### config.mk
export PLATFORM = sky130hd
export DESIGN_NAME = state_image_loader
export DESIGN_NICKNAME = d
export VERILOG_FILES = /design/src/rtl/state_image_loader.sv
export SDC_FILE = /design/constraint.sdc
export NUM_CORES = 1
export LEC_CHECK = 0
export BUFFER_PORTS_ARGS = -buffer_cell sky130_fd_sc_hd__clkbuf_2
export CORE_MARGIN = 10
export CORE_UTILIZATION = 30
export DETAILED_ROUTE_END_ITERATION = 8
export MAX_ROUTING_LAYER = met4
export PLACE_DENSITY_LB_ADDON = 0.08
export SLEW_MARGIN = 0
export SYNTH_ARGS = -nofsm -noshare
export SYNTH_HDL_FRONTEND = slang
export SYNTH_SLANG_ARGS = --single-unit
### constraint.sdc
create_clock -name clk -period 6 [get_ports clk]
set_input_delay 0.6 -clock clk [delete_from_list [all_inputs] [get_ports clk]]
set_output_delay 0.6 -clock clk [all_outputs]
set_load 0.01 [all_outputs]
### src/rtl/state_image_loader.sv
module state_image_loader #(
  parameter int AW    = 20,
  parameter int COST  = 195
) (
  input  logic           clk,
  input  logic           rst_n,
  input  logic           start,
  output logic           mem_req,
  output logic [AW-1:0]  mem_addr,
  output logic           mem_byte,
  input  logic           mem_ack,
  input  logic [15:0]    mem_rdata,
  output logic           commit,
  output logic           done,
  output logic [15:0]    flags_o,
  output logic [15:0]    ip_o,
  output logic [63:0]    sel_o,
  output logic [127:0]   gpr_o,
  output logic [95:0]    base_o,
  output logic [7:0]     cost_o
);
  localparam int NSTEP = 22;

  typedef enum logic [2:0] {S_IDLE, S_READ, S_XFER, S_CMT, S_DONE} st_t;
  st_t state;

  logic [4:0]  step, rel;
  logic [11:0] off;
  logic [1:0]  sidx, bidx;
  logic [2:0]  gidx;
  logic        take, last;

  logic [15:0] sh_flags, sh_ip;
  logic [15:0] sh_sel  [4];
  logic [15:0] sh_gpr  [8];
  logic [23:0] sh_base [4];
  logic [15:0] v_sel   [4];
  logic [15:0] v_gpr   [8];
  logic [23:0] v_base  [4];

  assign rel  = step - 5'd14;
  assign sidx = 2'(3'd5 - step[2:0]);
  assign gidx = 3'(4'd13 - step[3:0]);
  assign bidx = rel[2:1];
  assign take = (state == S_READ) && mem_ack;
  assign last = (step == 5'(NSTEP - 1));

  always_comb begin
    if (step < 5'd2)
      off = 12'h818 + {6'd0, step, 1'b0};
    else if (step < 5'd14)
      off = 12'h81E + {6'd0, step - 5'd2, 1'b0};
    else
      off = 12'h836 + 12'(rel[4:1]) * 12'd6 + {10'd0, rel[0], 1'b0};
  end

  assign mem_req  = (state == S_READ);
  assign mem_addr = AW'(off);
  assign mem_byte = (step >= 5'd14) && rel[0];
  assign commit   = (state == S_CMT);
  assign done     = (state == S_DONE);
  assign cost_o   = 8'(COST);

  always_ff @(posedge clk) begin
    if (!rst_n) begin
      state <= S_IDLE;
      step  <= '0;
    end else begin
      unique case (state)
        S_IDLE: if (start) begin state <= S_READ; step <= '0; end
        S_READ: if (mem_ack) begin
                  if (last) state <= S_XFER;
                  else      step  <= step + 5'd1;
                end
        S_XFER: state <= S_CMT;
        S_CMT:  state <= S_DONE;
        default: state <= S_IDLE;
      endcase
    end
  end

  always_ff @(posedge clk) begin
    if (!rst_n) begin
      sh_flags <= '0;
      sh_ip    <= '0;
      for (int i = 0; i < 4; i++) begin sh_sel[i] <= '0; sh_base[i] <= '0; end
      for (int i = 0; i < 8; i++) sh_gpr[i] <= '0;
    end else if (take) begin
      if (step == 5'd0)       sh_flags <= (mem_rdata & 16'hFFD5) | 16'h0002;
      else if (step == 5'd1)  sh_ip <= mem_rdata;
      else if (step < 5'd6)   sh_sel[sidx] <= mem_rdata;
      else if (step < 5'd14)  sh_gpr[gidx] <= mem_rdata;
      else if (!rel[0])       sh_base[bidx][15:0]  <= mem_rdata;
      else                    sh_base[bidx][23:16] <= mem_rdata[7:0];
    end
  end

  always_ff @(posedge clk) begin
    if (!rst_n) begin
      flags_o <= '0;
      ip_o    <= '0;
      for (int i = 0; i < 4; i++) begin v_sel[i] <= '0; v_base[i] <= '0; end
      for (int i = 0; i < 8; i++) v_gpr[i] <= '0;
    end else if (state == S_XFER) begin
      flags_o <= sh_flags;
      ip_o    <= sh_ip;
      v_sel   <= sh_sel;
      v_gpr   <= sh_gpr;
      v_base  <= sh_base;
    end
  end

  for (genvar i = 0; i < 4; i++) begin : g_seg
    assign sel_o[16*i +: 16]  = v_sel[i];
    assign base_o[24*i +: 24] = v_base[i];
  end
  for (genvar i = 0; i < 8; i++) begin : g_gpr
    assign gpr_o[16*i +: 16] = v_gpr[i];
  end
endmodule

==> summary.txt <==
GRT
  – Initial antenna violation count: 1
  – Total gr overflow: 0
  – Met1 usage: 22.35%
  – Met3 GRT Util: 2.779%
  – Pin count of the biggest net entering global routing: 202
  – GRT met2 Usage: 29.94%
  – Most Crowded Layer GR: met2
  – First-pass GRT wire length: 119.6 mm
  – Vias in the first global route: 18,337
  – Total track usage: 18.02%

STA
  – Setup_tns: 0 ps
  – Worst-case clock skew: 26.95 ps
  – Final setup vio count: 0
  – Crit path time final: 4400 ps
  – RSZ-0062 raised after global routing: false
  – Post-route setup slack: 1600 ps
  – Maximum clock rate: 0.2273 GHz
  – Final hold violation count: 0
  – Rel. slew slack: 17.38%
  – Max-slew violations: 0
  – Tcrit/Tclk final: 73.33%
  – Worst slew pin tran: 1239 ps

Route
  – # DRC: 0
  – DRT Pass-1 Iters: 5
  – Routed WL per cell: 20.17 um
  – Initial detailed-routing violation count: 1,074
  – Routed vias/inst: 4.767
  – Post-route ant nets: 0
  – Vias: 18,967
  – Drt total wl: 80.27 mm

Layout
  – Layout cells sized above 1: 17.57%
  – Final core utilization: 36.45%
  – Multi-input gate area: 0.008976 sq mm
  – Final #Nets: 2,936
  – Synth-to-Final Area Change: 20.41%
  – Reg area: 0.01289 sq mm
  – Layout fillers: 8,031
  – Final non-filler cell total: 3,979

Yosys
  – Main synth FF type: dfxtp_1
  – Synth Warn #: 0
  – Synth top area share: 55.98%
  – FF+latch count, synth: 644
  – Post-synth EDFFs: 0
  – Area leader, netlist: dfxtp_1
  – Register area share after synthesis: 55.98%
  – Synth area leaders: dfxtp_1 (56%), nand2_1 (12%), a21oi_1 (7.0%)
  – Post-Synthesis Cells: 2,680
  – Distinct cells, synth: 54
  – Mapped cell area: 0.02303 sq mm
  – Synth async-reset ratio: 0%
  – Mean Syn Cell Area: 8.593 sq um

Run
  – Max Cap Viol: 0

Floorplanning
  – Die height: 297.1 um
  – Starting Density: 30.27%
  – Boundary pin count: 372
  – Cell Rows: 101
  – Die area: 0.08824 sq mm
  – Die W: 297.1 um
  – Core box area: 0.07608 sq mm

Clock network
  – Clock buffer depth: 3
  – TritonCTS clock tree: built
  – Cts repair resizes: 0
  – Number of CTS-inserted buffers: 73
  – Worst-path clk slew: 60 ps
  – Clk sink count: 644
  – Clock insertion delay at the later pin of the skew report: 620 ps
  – Hold_buf cts: 0
  – Root Driver: clkbuf_16
  – H-tree level count: 3
  – # Post-CTS Setup Buffers: 0

Worst setup path
  – Critical Path Start: step[1]
  – Crit Path Category: flop to primary output
  – WP data arrival: 3800 ps
  – Setup crit start kind: flop
  – Crit. End Element: primary output
  – Critical Path Fanout Max: 13
  – Slowest cell on the critical path: dfxtp_1
  – Critical path, cell by cell: ha_1 -> xnor2_2 -> inv_1 -> ha_1 -> nand2_1 -> nor2_1 -> a21oi_1 -> mux2i_1 -> inv_1 -> ha_1 -> a21oi_1 -> xnor2_1 -> nand2_1 -> a21oi_1 -> clkbuf_2
  – Worst EP required: 5400 ps
  – Launch point of the worst reg-to-reg path: step[0]
  – CP max stage delay: 650 ps

Worst hold path
  – Worst hold path type: primary input to flop
  – Hold Crit Start: mem_rdata[10]

Outcome
  – Status: completed

Power and ir drop
  – Peak VDD IR: 0.0001947 V
  – LEAKAGE: 0.01033 uW
  – PwrDens: 334.4 mW/mm^2

Placement
  – Worst slack, placed: 2076 ps
  – PortBufs: 348
  – Final Wtd Congestion: 0.7975
  – # placed instances: 3,845
  – Final HPWL DP: 49.04 mm
[where the power goes]
group	internal (uW)	switching (uW)	total [uW]	leakage [uW]
clock	2910	1850	4760	0.00128
combinational	28.8	195	224	0.00387
sequential	4280	6.32	4290	0.00519
[path summary, 6_finish.rpt]
check,to,slack [ps],cells after the start
worst max-delay path,mem_addr[6],1600,15
worst min-delay path,sh_flags[10],250,3
worst max register to register,sh_gpr[14],2080,8
worst min register to register,flags_o[11],440,2
[cells in the mapped netlist, types with 23 or more instances]
library cell    n
o21ai_0       217
buf_2          33
mux2i_1        83
buf_4          24
a21boi_0       23
clkbuf_1      149
dfxtp_1       644
nand2_1       750
o21ai_1        23
nor2_1         33
nand3_1       229
ha_1           25
a21oi_1       323
buf_1          32
[sequential cells by signal, indices dropped and copies added (netlist names)]
name / count
sh_base: 96
ip_o: 16
sh_gpr: 128
state: 3
sel_o: 64
step: 5
sh_sel: 64
gpr_o: 128
sh_flags: 14
sh_ip: 16
flags_o: 14
base_o: 96
[per-layer routing]
layer  vias up  wire [um]
li1       9307          -
met1      9135      36260
met2       407      38930
met3       118       3018
met4         0       2060
met5         -          0
[final cells by class]
cell class | count | share of cell area (%)
clock buffers | 108 | 7.973
repair buffers | 364 | 6.931
diodes | 1 | 0.009024
multi-input cells | 1792 | 32.37
well taps | 1030 | 4.648
inverters | 15 | 0.2301
clock inverters | 25 | 1.345
flip-flops and latches | 644 | 46.49
[cell families after synthesis]
logic type | count (synthesis) | share of synthesized area [%]
multiplexers | 83 | 3.608
other | 2 | 0.03261
XOR/XNOR | 10 | 0.4129
adder cells (fa/ha/maj) | 26 | 1.445
flip-flops | 644 | 55.98
buffers and inverters | 265 | 5.520
AND/OR/NAND/NOR | 1048 | 19.46
AO/OA/AOI/OAI | 602 | 13.54
[worst max-delay path, delay by kind of cell (launching register included)]
kind,cells,cell delay [ps]
adders and majority gates,3,950
buffers and inverters,3,380
AOI/OAI and AO/OA,3,370
muxes,1,200
xor gates and xnor gates,2,350
DFF,1,650
and+or+nand+nor,3,290
[layout by cell type (no fill, tap or decap), types with 3 or more instances in the layout]
cell       Yosys  final
and3_1         5      5
nand2_1      750    741
buf_4         24     12
buf_12         7      4
conb_1         2     23
dfxtp_1      644    644
nor2_1        33     32
nand4_1        3      3
clkinv_2       0     11
a21boi_0      23     23
clkbuf_8       0     21
nand2_2        0      9
nor2b_1        3      3
nand4_4        8      8
clkbuf_2       1    347
clkbuf_1     149     12
inv_1         12     12
o21ai_0      217    217
mux2i_1       83     83
clkbuf_16      0     75
o21ai_1       23     23
xor2_1         4      4
ha_1          25     25
xnor2_1        5      5
nand3_1      229    229
a21oi_1      323    323
bufinv_16      0      8
[metrics by stage]
step	instance area (sq um)	total power [uW]	hold WS [ps]
6_report	27730	9273	250.3
4_1_cts	27730	9418	207.9
3_3_place_gp	25140	4613	437.4
3_5_place_dp	25140	4615	443.3
5_1_grt	27730	9581	234.4
2_1_floorplan	23110	4510	428.4
Power figures use the tool's default switching activity.
